===== config.mk =====
export PLATFORM = sky130hd
export DESIGN_NAME = sysclk_ctl
export DESIGN_NICKNAME = d
export VERILOG_FILES = /design/src/rtl/sysclk_pkg.sv /design/src/rtl/sysclk_irq.sv /design/src/rtl/sysclk_scale.sv /design/src/rtl/sysclk_pll_lut.sv /design/src/rtl/sysclk_gate_bank.sv /design/src/rtl/sysclk_ctl.sv
export SDC_FILE = /design/constraint.sdc
export NUM_CORES = 1
export LEC_CHECK = 0
export BUFFER_PORTS_ARGS = -buffer_cell sky130_fd_sc_hd__buf_4
export CAP_MARGIN = 0
export CORE_UTILIZATION = 38
export DETAILED_ROUTE_END_ITERATION = 7
export GPL_ROUTABILITY_DRIVEN = 0
export GPL_TIMING_DRIVEN = 0
export HOLD_SLACK_MARGIN = 0.08
export MAX_ROUTING_LAYER = met4
export PLACE_DENSITY = 0.55
export SETUP_SLACK_MARGIN = 0.02
export SYNTH_ARGS = -nofsm -noshare
export SYNTH_HDL_FRONTEND = slang
export SYNTH_SLANG_ARGS = --single-unit

===== constraint.sdc =====
create_clock -name clk -period 11.6 [get_ports clk]
set_input_delay 1.74 -clock clk [delete_from_list [all_inputs] [get_ports clk]]
set_output_delay 1.74 -clock clk [all_outputs]
set_load 0.05 [all_outputs]

===== src/rtl/sysclk_pkg.sv =====
package sysclk_pkg;

   localparam int IRQ_W      = 7;
   localparam int LOCK_BIT   = 6;
   localparam int PD_BIT     = 13;
   localparam int ID_N       = 7;
   localparam int XTAL_W     = 4;
   localparam int SCALE_MINW = 9;

   // word offsets (byte offset >> 2)
   localparam logic [9:0] W_BOR    = 10'h00C;
   localparam logic [9:0] W_LDO    = 10'h00D;
   localparam logic [9:0] W_RAW    = 10'h014;
   localparam logic [9:0] W_MASK   = 10'h015;
   localparam logic [9:0] W_MISC   = 10'h016;
   localparam logic [9:0] W_RCAUSE = 10'h017;
   localparam logic [9:0] W_CLK1   = 10'h018;
   localparam logic [9:0] W_PLL    = 10'h019;
   localparam logic [9:0] W_CLK2   = 10'h01C;
   localparam logic [9:0] W_GATE   = 10'h040;

   localparam logic [31:0] CLK2_RST = 32'h0780_2810;

   typedef logic [15:0][31:0]     pll_tbl_t;
   typedef logic [ID_N-1:0][31:0] id_tbl_t;

   function automatic pll_tbl_t default_tbl(input logic cls);
      pll_tbl_t t;
      for (int i = 0; i < 16; i++)
         t[i] = 32'h0000_A000 + (cls ? 32'h0000_1000 : 32'h0) + 32'(i) * 32'h11;
      return t;
   endfunction

   function automatic id_tbl_t default_ids();
      id_tbl_t t;
      for (int i = 0; i < ID_N; i++)
         t[i] = 32'hD1D0_0000 + 32'(i);
      return t;
   endfunction

   function automatic logic [8:0] scale_of(input logic       use2,
                                           input logic [3:0] f1,
                                           input logic [5:0] f2);
      logic [8:0] n;
      n = use2 ? (9'(f2) + 9'd1) : (9'(f1) + 9'd1);
      return n * 9'd5;
   endfunction

endpackage


===== src/rtl/sysclk_irq.sv =====
module sysclk_irq
   import sysclk_pkg::*;
#(
   parameter int N   = IRQ_W,
   parameter int BIT = LOCK_BIT
) (
   input  logic         clk,
   input  logic         rst_n,
   input  logic         lock_evt,
   input  logic         mask_we,
   input  logic         clr_we,
   input  logic [N-1:0] wdata,
   output logic [N-1:0] raw_q,
   output logic [N-1:0] mask_q,
   output logic         irq
);
   generate
      if (BIT >= N) begin : g_bad_bit
         $error("sysclk_irq: event bit outside status width");
      end
   endgenerate

   logic [N-1:0] clr_vec, set_vec;

   assign clr_vec = clr_we ? wdata : '0;
   assign set_vec = N'(lock_evt) << BIT;

   always_ff @(posedge clk or negedge rst_n) begin
      if (!rst_n) begin
         raw_q  <= '0;
         mask_q <= '0;
      end else begin
         raw_q <= (raw_q & ~clr_vec) | set_vec;
         if (mask_we) mask_q <= wdata;
      end
   end

   assign irq = |(raw_q & mask_q);
endmodule


===== src/rtl/sysclk_scale.sv =====
module sysclk_scale
   import sysclk_pkg::*;
#(
   parameter int          SCALE_W = SCALE_MINW,
   parameter logic [8:0]  RST_VAL = 9'd80
) (
   input  logic               clk,
   input  logic               rst_n,
   input  logic               use2,
   input  logic [3:0]         fld1,
   input  logic [5:0]         fld2,
   output logic [SCALE_W-1:0] scale_q
);
   generate
      if (SCALE_W < SCALE_MINW) begin : g_bad_w
         $error("sysclk_scale: SCALE_W too narrow for 5*64");
      end
   endgenerate

   always_ff @(posedge clk or negedge rst_n) begin
      if (!rst_n) scale_q <= SCALE_W'(RST_VAL);
      else        scale_q <= SCALE_W'(scale_of(use2, fld1, fld2));
   end
endmodule


===== src/rtl/sysclk_pll_lut.sv =====
module sysclk_pll_lut
   import sysclk_pkg::*;
#(
   parameter pll_tbl_t TBL_OLD = default_tbl(1'b0),
   parameter pll_tbl_t TBL_NEW = default_tbl(1'b1)
) (
   input  logic              cls,
   input  logic [XTAL_W-1:0] idx,
   output logic [31:0]       word
);
   assign word = cls ? TBL_NEW[idx] : TBL_OLD[idx];
endmodule


===== src/rtl/sysclk_gate_bank.sv =====
module sysclk_gate_bank #(
   parameter int GROUPS = 3,
   parameter int PER    = 3,
   localparam int N      = GROUPS * PER,
   localparam int SLOT_W = $clog2(N)
) (
   input  logic                 clk,
   input  logic                 rst_n,
   input  logic                 we,
   input  logic [SLOT_W-1:0]    slot,
   input  logic [31:0]          wdata,
   output logic [N-1:0][31:0]   regs_q
);
   generate
      if (GROUPS < 1 || GROUPS > 4 || PER < 1 || PER > 4 || N < 2) begin : g_bad_shape
         $error("sysclk_gate_bank: groups and words per group must be 1..4");
      end
      for (genvar g = 0; g < GROUPS; g++) begin : g_grp
         for (genvar p = 0; p < PER; p++) begin : g_word
            always_ff @(posedge clk or negedge rst_n) begin
               if (!rst_n)
                  regs_q[g*PER+p] <= '0;
               else if (we && slot == SLOT_W'(g*PER+p))
                  regs_q[g*PER+p] <= wdata;
            end
         end
      end
   endgenerate
endmodule


===== src/rtl/sysclk_ctl.sv =====
module sysclk_ctl
   import sysclk_pkg::*;
#(
   parameter int          ADDR_W      = 12,
   parameter int          SCALE_W     = 9,
   parameter int          GATE_GROUPS = 3,
   parameter int          GATE_PER    = 3,
   parameter logic [31:0] CLK1_RST    = 32'h078E_3AC0,
   parameter logic [5:0]  RCAUSE_RST  = 6'h00,
   parameter id_tbl_t     ID_WORDS    = default_ids(),
   parameter pll_tbl_t    TBL_OLD     = default_tbl(1'b0),
   parameter pll_tbl_t    TBL_NEW     = default_tbl(1'b1)
) (
   input  logic               clk,
   input  logic               rst_n,
   input  logic               dev_class_i,
   input  logic [ADDR_W-1:0]  bus_addr,
   input  logic               bus_wen,
   input  logic [31:0]        bus_wdata,
   output logic [31:0]        bus_rdata,
   output logic               irq_o,
   output logic [SCALE_W-1:0] clk_scale_o
);
   localparam int WA_W     = ADDR_W - 2;
   localparam int GATE_N   = GATE_GROUPS * GATE_PER;
   localparam int SLOT_W   = $clog2(GATE_N);
   localparam logic [8:0] SCALE_RST = scale_of(CLK2_RST[31], CLK1_RST[26:23], CLK2_RST[28:23]);

   generate
      if (ADDR_W < 9) begin : g_bad_addr
         $error("sysclk_ctl: ADDR_W must cover offset 0x128");
      end
      if (CLK2_RST[31] || CLK1_RST[31]) begin : g_bad_rst
         $error("sysclk_ctl: reset words must not select the second clock word");
      end
   endgenerate

   logic [WA_W-1:0] word;
   logic            aligned;
   logic            wr;

   assign word    = bus_addr[ADDR_W-1:2];
   assign aligned = (bus_addr[1:0] == 2'b00);
   assign wr      = bus_wen && aligned;

   function automatic logic at(input logic [WA_W-1:0] w, input logic [9:0] k);
      return w == WA_W'(k);
   endfunction

   // ---------------- plain registers ----------------
   logic [15:0] bor_q;
   logic [4:0]  ldo_q;
   logic [5:0]  rcause_q;
   logic [31:0] clk1_q, clk2_q, clk2_eff;

   always_ff @(posedge clk or negedge rst_n) begin
      if (!rst_n) begin
         bor_q    <= '0;
         ldo_q    <= '0;
         rcause_q <= RCAUSE_RST;
         clk1_q   <= CLK1_RST;
         clk2_q   <= CLK2_RST;
      end else if (wr) begin
         if (at(word, W_BOR))              bor_q    <= bus_wdata[15:0];
         if (at(word, W_LDO))              ldo_q    <= bus_wdata[4:0];
         if (at(word, W_RCAUSE))           rcause_q <= bus_wdata[5:0];
         if (at(word, W_CLK1))             clk1_q   <= bus_wdata;
         if (at(word, W_CLK2) && dev_class_i) clk2_q <= bus_wdata;
      end
   end

   assign clk2_eff = dev_class_i ? clk2_q : '0;

   // ---------------- PLL power-up event ----------------
   logic lock_evt;
   assign lock_evt = wr && !bus_wdata[PD_BIT] &&
                     ((at(word, W_CLK1) && clk1_q[PD_BIT]) ||
                      (at(word, W_CLK2) && dev_class_i && clk2_q[PD_BIT]));

   logic [IRQ_W-1:0] irq_raw, irq_mask;

   sysclk_irq #(.N(IRQ_W), .BIT(LOCK_BIT)) u_irq (
      .clk      (clk),
      .rst_n    (rst_n),
      .lock_evt (lock_evt),
      .mask_we  (wr && at(word, W_MASK)),
      .clr_we   (wr && at(word, W_MISC)),
      .wdata    (bus_wdata[IRQ_W-1:0]),
      .raw_q    (irq_raw),
      .mask_q   (irq_mask),
      .irq      (irq_o)
   );

   // ---------------- divide factor ----------------
   sysclk_scale #(.SCALE_W(SCALE_W), .RST_VAL(SCALE_RST)) u_scale (
      .clk     (clk),
      .rst_n   (rst_n),
      .use2    (clk2_eff[31]),
      .fld1    (clk1_q[26:23]),
      .fld2    (clk2_eff[28:23]),
      .scale_q (clk_scale_o)
   );

   // ---------------- PLL table ----------------
   logic [31:0] pll_word;

   sysclk_pll_lut #(.TBL_OLD(TBL_OLD), .TBL_NEW(TBL_NEW)) u_lut (
      .cls  (dev_class_i),
      .idx  (clk1_q[6 +: XTAL_W]),
      .word (pll_word)
   );

   // ---------------- gating bank ----------------
   logic                   gate_hit;
   logic [SLOT_W-1:0]      gate_slot;
   logic [GATE_N-1:0][31:0] gate_q;

   assign gate_hit  = aligned && (word[WA_W-1:4] == (WA_W-4)'(W_GATE >> 4)) &&
                      (int'(word[3:2]) < GATE_GROUPS) && (int'(word[1:0]) < GATE_PER);
   assign gate_slot = SLOT_W'(word[3:2]) * SLOT_W'(GATE_PER) + SLOT_W'(word[1:0]);

   sysclk_gate_bank #(.GROUPS(GATE_GROUPS), .PER(GATE_PER)) u_gate (
      .clk    (clk),
      .rst_n  (rst_n),
      .we     (bus_wen && gate_hit),
      .slot   (gate_slot),
      .wdata  (bus_wdata),
      .regs_q (gate_q)
   );

   // ---------------- read mux ----------------
   logic       id_hit;
   logic [2:0] id_idx;

   assign id_hit = aligned && (word[WA_W-1:3] == '0) && (word[2:0] != 3'd3);
   assign id_idx = (word[2:0] < 3'd3) ? word[2:0] : word[2:0] - 3'd1;

   always_comb begin
      bus_rdata = '0;
      if (id_hit)
         bus_rdata = ID_WORDS[id_idx];
      else if (gate_hit)
         bus_rdata = gate_q[gate_slot];
      else if (aligned) begin
         if (at(word, W_BOR))    bus_rdata = 32'(bor_q);
         if (at(word, W_LDO))    bus_rdata = 32'(ldo_q);
         if (at(word, W_RAW))    bus_rdata = 32'(irq_raw);
         if (at(word, W_MASK))   bus_rdata = 32'(irq_mask);
         if (at(word, W_MISC))   bus_rdata = 32'(irq_raw & irq_mask);
         if (at(word, W_RCAUSE)) bus_rdata = 32'(rcause_q);
         if (at(word, W_CLK1))   bus_rdata = clk1_q;
         if (at(word, W_PLL))    bus_rdata = pll_word;
         if (at(word, W_CLK2))   bus_rdata = clk2_eff;
      end
   end
endmodule


Word-level counts from Yosys, hierarchy flattened --
Memories as Yosys holds them, arrays and structs flattened. Index checks and enable logic that the tools add are counted.
Storage, ports and cells: register bits after elaboration 402, bits in latches 0, bits in writable memories 0, bits in read-only memories 1280, input port bits 48, memories kept 3
Cells by class: add/sub/neg operators 4, multipliers 2, divide/modulo/power cells 0, $lt $le $gt $ge 6, eq/ne operators 19, shift-type cells 0, muxes and demuxes 22, bitwise gates (word level) 5, reduce and logical (&&, ||, !) cells 34
Memories:
- (name not given) | words 16, width 32, rd ports 1, clocked after memory_dff 0, wr ports 0, RTL line sysclk_pll_lut.sv:11 | assign word = cls ? TBL_NEW[idx] : TBL_OLD[idx];
- (name not given) | words 16, width 32, rd ports 1, clocked after memory_dff 0, wr ports 0, RTL line sysclk_pll_lut.sv:11
- (name not given) | words 8, width 32, rd ports 1, clocked after memory_dff 0, wr ports 0, RTL line sysclk_ctl.sv:141 | bus_rdata = ID_WORDS[id_idx];
Operators by type and width (count):
- 2-to-1 mux 32 bit | 17
- binary-select mux 32 bit (select 4 bit) | 1
- equality test 10 x 5 -> 1 bit, second input constant | 7
- logical AND 1 bit | 23
- bitwise AND 7 bit | 3
- equality test 10 x 4 -> 1 bit, second input constant | 2
- equality test 4 x 3 -> 1 bit, second input constant | 4
- 2-to-1 mux 16 bit | 1
- < comparator 4 x 5 -> 1 bit, second input constant | 2
- AND reduction 2 bit | 5
- multiplier 9 x 3 -> 9 bit, second input constant | 1
- 2-to-1 mux 9 bit | 1
- equality test 4 x 2 -> 1 bit, second input constant | 2
- adder 6 x 1 -> 7 bit, second input constant | 1
- logical NOT 7 bit | 1
- 2-to-1 mux 7 bit | 1
- inverter 7 bit | 1
- OR 7 bit | 1
- OR reduction 7 bit | 1
- equality test 6 x 3 -> 1 bit, second input constant | 1
- adder 4 x 1 -> 5 bit, second input constant | 1
- adder 4 x 2 -> 4 bit | 1
- equality test 4 x 1 -> 1 bit, second input constant | 1
- equality test 4 bit, second input constant | 1
- 11 further kinds | 12

Longest topological paths before layout --
depth after elaboration 13, mapped depth 13, gate-level depth less buffers 12

By module --
From an unflattened synthesis, not the netlist that was laid out.
Second synthesis, totals: cells, all modules 1523, area, all modules 20125.6 µm²
By module, submodules not included:
- sysclk_gate_bank | instances 1, cells an instance 620, area each 10850.4 µm², seq. area each 7206.9 µm²
- sysclk_ctl | instances 1, cells an instance 766, area each 7768.7 µm², seq. area each 2302.2 µm²
- sysclk_scale | instances 1, cells an instance 69, area each 705.7 µm², seq. area each 227.7 µm²
- sysclk_irq | instances 1, cells an instance 34, area each 553.0 µm², seq. area each 350.3 µm²
- sysclk_pll_lut | instances 1, cells an instance 34, area each 247.7 µm², seq. area each 0.0 µm²

Worst setup path before layout --
OpenSTA, ideal clock, no wires.
path kind input to output, start in bus_addr[3], end out bus_rdata[23], arrival 5.149 ns, setup slack 4.711 ns, cell stages on the path 9, buffers on the path 4, cell sequence fa_1 ha_1 buf_2 buf_1 clkbuf_1 clkbuf_1 mux4_2 a22oi_1 o21ai_0
Between the ends: cells in the longest elaborated chain, start to end 11
RTL lines:
- start: declaration | RTL line sysclk_ctl.sv:17 | input logic [ADDR_W-1:0] bus_addr,
- equality test 10 x 5 -> 1 bit | RTL line sysclk_ctl.sv:47 | return w == WA_W'(k);
- 2-to-1 mux 32 bit | RTL line sysclk_ctl.sv:147 | if (at(word, W_RAW)) bus_rdata = 32'(irq_raw);
- 2-to-1 mux 32 bit | RTL line sysclk_ctl.sv:148 | if (at(word, W_MASK)) bus_rdata = 32'(irq_mask);
- 2-to-1 mux 32 bit | RTL line sysclk_ctl.sv:149 | if (at(word, W_MISC)) bus_rdata = 32'(irq_raw & irq_mask);
- 2-to-1 mux 32 bit | RTL line sysclk_ctl.sv:150 | if (at(word, W_RCAUSE)) bus_rdata = 32'(rcause_q);
- 2-to-1 mux 32 bit | RTL line sysclk_ctl.sv:151 | if (at(word, W_CLK1)) bus_rdata = clk1_q;
- 2-to-1 mux 32 bit | RTL line sysclk_ctl.sv:152 | if (at(word, W_PLL)) bus_rdata = pll_word;
- 2-to-1 mux 32 bit | RTL line sysclk_ctl.sv:153 | if (at(word, W_CLK2)) bus_rdata = clk2_eff;
- 2-to-1 mux 32 bit | RTL line sysclk_ctl.sv:144 | else if (aligned) begin
- 2-to-1 mux 32 bit | RTL line sysclk_ctl.sv:142 | else if (gate_hit)
- 2-to-1 mux 32 bit (*) | RTL line sysclk_ctl.sv:140 | if (id_hit)
- end: declaration | RTL line sysclk_ctl.sv:20 | output logic [31:0] bus_rdata,
Mark *: on every way between the ends. The rest lies on a longest branch, timed or not. The select of a mux whose other input is x is not followed.

Final worst setup path --
start in bus_addr[3], end out bus_rdata[15]
Between the ends: cells in the longest elaborated chain, start to end 13
RTL lines:
- equality test 10 x 4 -> 1 bit | RTL line sysclk_ctl.sv:47
- 2-to-1 mux 16 bit | RTL line sysclk_ctl.sv:145 | if (at(word, W_BOR)) bus_rdata = 32'(bor_q);
- 2-to-1 mux 32 bit | RTL line sysclk_ctl.sv:146 | if (at(word, W_LDO)) bus_rdata = 32'(ldo_q);
- 2-to-1 mux 32 bit | RTL line sysclk_ctl.sv:147
- 2-to-1 mux 32 bit | RTL line sysclk_ctl.sv:148
- 2-to-1 mux 32 bit | RTL line sysclk_ctl.sv:149
- 2-to-1 mux 32 bit | RTL line sysclk_ctl.sv:150
- 2-to-1 mux 32 bit | RTL line sysclk_ctl.sv:151
- 2-to-1 mux 32 bit | RTL line sysclk_ctl.sv:152
- 2-to-1 mux 32 bit | RTL line sysclk_ctl.sv:153
- 2-to-1 mux 32 bit | RTL line sysclk_ctl.sv:144
- 2-to-1 mux 32 bit | RTL line sysclk_ctl.sv:142
- 2-to-1 mux 32 bit (*) | RTL line sysclk_ctl.sv:140
Marked as above.

==> metrics.cfg <==
[run_status]
outcome = completed

[synth]
synthesis.instances = 1437
yosysUniqueCellTypes = 75
synth_edf_count = 0
synthesis.area_um2 = 19600
avgSynthCellArea_um2 = 13.6
ys_warn_count = 0
yosys_register_bits = 402
async_flop_share_pct = 100
postSynth.topFlopCell = sky130_fd_sc_hd__dfrtp_1
synth.yosys.seq_area_share_pct = 51.5
synthesis.nets = 1510

[worst_setup_path]
critical_path.cell_chain = buf_4, fa_1, ha_1, buf_2, buf_1, clkbuf_1, buf_1, mux4_2, a22oi_1, o32ai_1, buf_4
cp_slowest_stage_delay_ns = 0.85
cp_num_buf_inv = 6
setup.worst_path.start_class = input port
path_delay_family = buffers and inverters
required_time_at_the_worst_slack_endpoint_ns = 9.86
slowest_cell_on_the_critical_path = sky130_fd_sc_hd__clkbuf_1
type_of_the_worst_setup_path = in2out
crit_arrival_ns = 6.58
kind_of_capture_point_of_the_worst_setup_path = output pin
path_max_fanout = 10

[global_routing]
antenna_found_initial = 0
grt_max_degree = 109
grt_pass1_wl_mm = 85.8
grt_overflow_total = 0
grt_pass1_vias = 13400
globalRouteTotalUtil_pct = 22.4

[power_and_ir_drop]
vdd_ir_drop_max_mv = 0.0883
p_per_area_nw_per_um2 = 136
leakage_power_figure_uw = 0.0107

[timing]
final-hold-violation-count = 0
period_share_pct = 71.8
finalSetupViolCount = 0
max_freq_mhz = 120
slew_headroom_pct = 20.7
timing_max_transition_violations_final = 0
hold_slack_ns = 0.485
min_period_ns = 8.32
tightestPinTransition_ns = 1.19
fin_setup_tns_ns = 0
unrepaired_setup_endpoints_after_global_routing = false
fin_worst_skew_ns = 0.0111

[floorplan]
dieHeight_um = 229
die-width_um = 229
std_cell_rows = 82
core_area_um2 = 50500
initial_core_util_pct = 38.8
design.die.area_um2 = 52500
top_level_ports = 90

[run]
cap_viol_max_count = 0

[hold_path]
hold_class = reg2reg

[drt]
wl_mm = 56.1
route.detailed.vias_per_inst = 5.67
route.vias.total = 12900
avgRoutedWirePerCell_um = 24.6
route.detailed.drc = 0
detailedRoute.firstPassIterationCount = 5
iter_0_drt_violations = 1108
ant_nets = 0

[final_layout]
final_util_pct = 44.8
nets = 1650
number_of_inserted_diodes = 0
final_layout_size_suffix_gt1_share_pct = 40.2
layout.cells.most_common = sky130_fd_sc_hd__dfrtp_1
mostFrequentLayoutCells = sky130_fd_sc_hd__dfrtp_1, sky130_fd_sc_hd__mux2_2, sky130_fd_sc_hd__clkbuf_1
area_growth_pct = 15.4

[cts]
cts.path.max_buffers = 3
postCtsSetupBuffers = 0
cts.sink_count = 402
clockRootBuffer = sky130_fd_sc_hd__clkbuf_16
ctsHoldBuffers = 0
clock_insertion_delay_worst_skew_ns = 0.58
tritoncts.num_buffers = 46
cts.reportedPaths.clkPinSlew_ns = 0.06
cts_htree_levels = 2
clock_tree_from_tritoncts = yes
ctsResizeCount = 0

[placement]
dp_hpwl_mm = 39.4
port_buffers = 89

## worst paths after layout
kind	from	to	slack [ns]	depth (start not counted)
max reg2reg	clk2_q[23]$_DFFE_PN1P_	u_scale.scale_q[8]$_DFF_PN0_	8.63	12
max	bus_addr[3]	bus_rdata[15]	3.28	11
min reg2reg	u_gate.regs_q[132]$_DFFE_PN0P_	u_gate.regs_q[132]$_DFFE_PN0P_	0.49	1
max in group asynchronous	rst_n	u_gate.regs_q[49]$_DFFE_PN0P_	8.97	3
min	u_gate.regs_q[132]$_DFFE_PN0P_	u_gate.regs_q[132]$_DFFE_PN0P_	0.49	1
min in group asynchronous	rst_n	u_irq.raw_q[4]$_DFF_PN0_	1.16	1
## sequential cells by signal, summed over array words and instances (netlist names)
register	count
bor_q	16
clk1_q	32
clk2_q	32
ldo_q	5
rcause_q	6
u_gate.regs_q	288
u_irq.mask_q	7
u_irq.raw_q	7
u_scale.scale_q	9
## power breakdown
part	switching (uW)	leakage (uW)	internal, uW
Combinational	188	0.00447	72.0
Clock	579	0.000698	816
Sequential	3.36	0.00552	1410
Total	771	0.0107	2300
## layer usage
| metal | global-route usage (%) | routed length, um | vias up |
|---|---|---|---|
| met5 | - | 0 | - |
| li1 | - | - | 5647 |
| met3 | 2.88 | 2540 | 95 |
| met4 | 7.17 | 1490 | 0 |
| met1 | 31.5 | 26200 | 6840 |
| met2 | 33.6 | 25900 | 358 |
## synth_stat cells, types with 7 or more instances
cell type	instances	area, um^2
sky130_fd_sc_hd__a22o_1	29	254
sky130_fd_sc_hd__nand2_1	61	229
sky130_fd_sc_hd__buf_2	22	110
sky130_fd_sc_hd__o22ai_1	16	100
sky130_fd_sc_hd__buf_1	8	30.0
sky130_fd_sc_hd__nor2_1	28	105
sky130_fd_sc_hd__mux4_2	58	1310
sky130_fd_sc_hd__a21oi_1	32	160
sky130_fd_sc_hd__dfstp_2	22	578
sky130_fd_sc_hd__mux2i_1	13	130
sky130_fd_sc_hd__clkbuf_1	76	285
sky130_fd_sc_hd__ha_1	22	275
sky130_fd_sc_hd__nand3_1	17	85.1
sky130_fd_sc_hd__a32oi_1	8	70.1
sky130_fd_sc_hd__o21ai_0	33	165
sky130_fd_sc_hd__and2_1	7	43.8
sky130_fd_sc_hd__buf_6	18	203
sky130_fd_sc_hd__a22oi_1	33	248
sky130_fd_sc_hd__inv_1	15	56.3
sky130_fd_sc_hd__nor3_1	11	55.1
sky130_fd_sc_hd__mux2_1	34	383
sky130_fd_sc_hd__a31oi_1	15	93.8
sky130_fd_sc_hd__nand2b_1	9	56.3
sky130_fd_sc_hd__dfrtp_1	380	9510
sky130_fd_sc_hd__mux2_2	356	4010
## cells by family after synthesis
kind of cell               share of synthesized area [%]
muxes                                               29.8
buffers and inverters                               3.53
AOI/OAI and AO/OA                                   8.00
xor gates and xnor gates                           0.402
DFF                                                 51.5
adders and majority gates                           1.71
and+or+nand+nor                                     5.10
## worst reg2reg max path, stage by stage, from the launching register on
cell and delay, ns:
sky130_fd_sc_hd__dfstp_2 0.61, sky130_fd_sc_hd__and2_1 0.15, sky130_fd_sc_hd__ha_1 0.22, sky130_fd_sc_hd__nand3_1 0.11, sky130_fd_sc_hd__xor2_1 0.14, sky130_fd_sc_hd__o21ai_0 0.30
sky130_fd_sc_hd__ha_1 0.32, sky130_fd_sc_hd__ha_1 0.28, sky130_fd_sc_hd__a21o_1 0.15, sky130_fd_sc_hd__a21oi_1 0.23, sky130_fd_sc_hd__o21bai_1 0.09, sky130_fd_sc_hd__a21oi_1 0.17
sky130_fd_sc_hd__xnor2_1 0.13
## stage by stage
| stage | total power (uW) | instance area, um^2 | setup WS, ns | std cells |
|---|---|---|---|---|
| floorplan | 1570 | 19600 | 4.71 | 1437 |
| global placement | 1690 | 21100 | 3.31 | 2198 |
| detailed placement | 1700 | 21200 | 3.18 | 2201 |
| CTS | 3110 | 22600 | 3.17 | 2283 |
| global route | 3180 | 22600 | 3.15 | 2283 |
| finish | 3070 | 22600 | 3.28 | 2283 |
## area by class of cell
cell class / count / area (um^2)
timing repair buffer: 92 / 758
buffer: 125 / 636
sequential: 402 / 10100
clock buffer: 78 / 1400
clock inverter: 4 / 23.8
multi-input combinational: 895 / 8810
fill: 4662 / 27900
tap: 672 / 841
inverter: 15 / 56.3
Power figures use the tool's default switching activity.
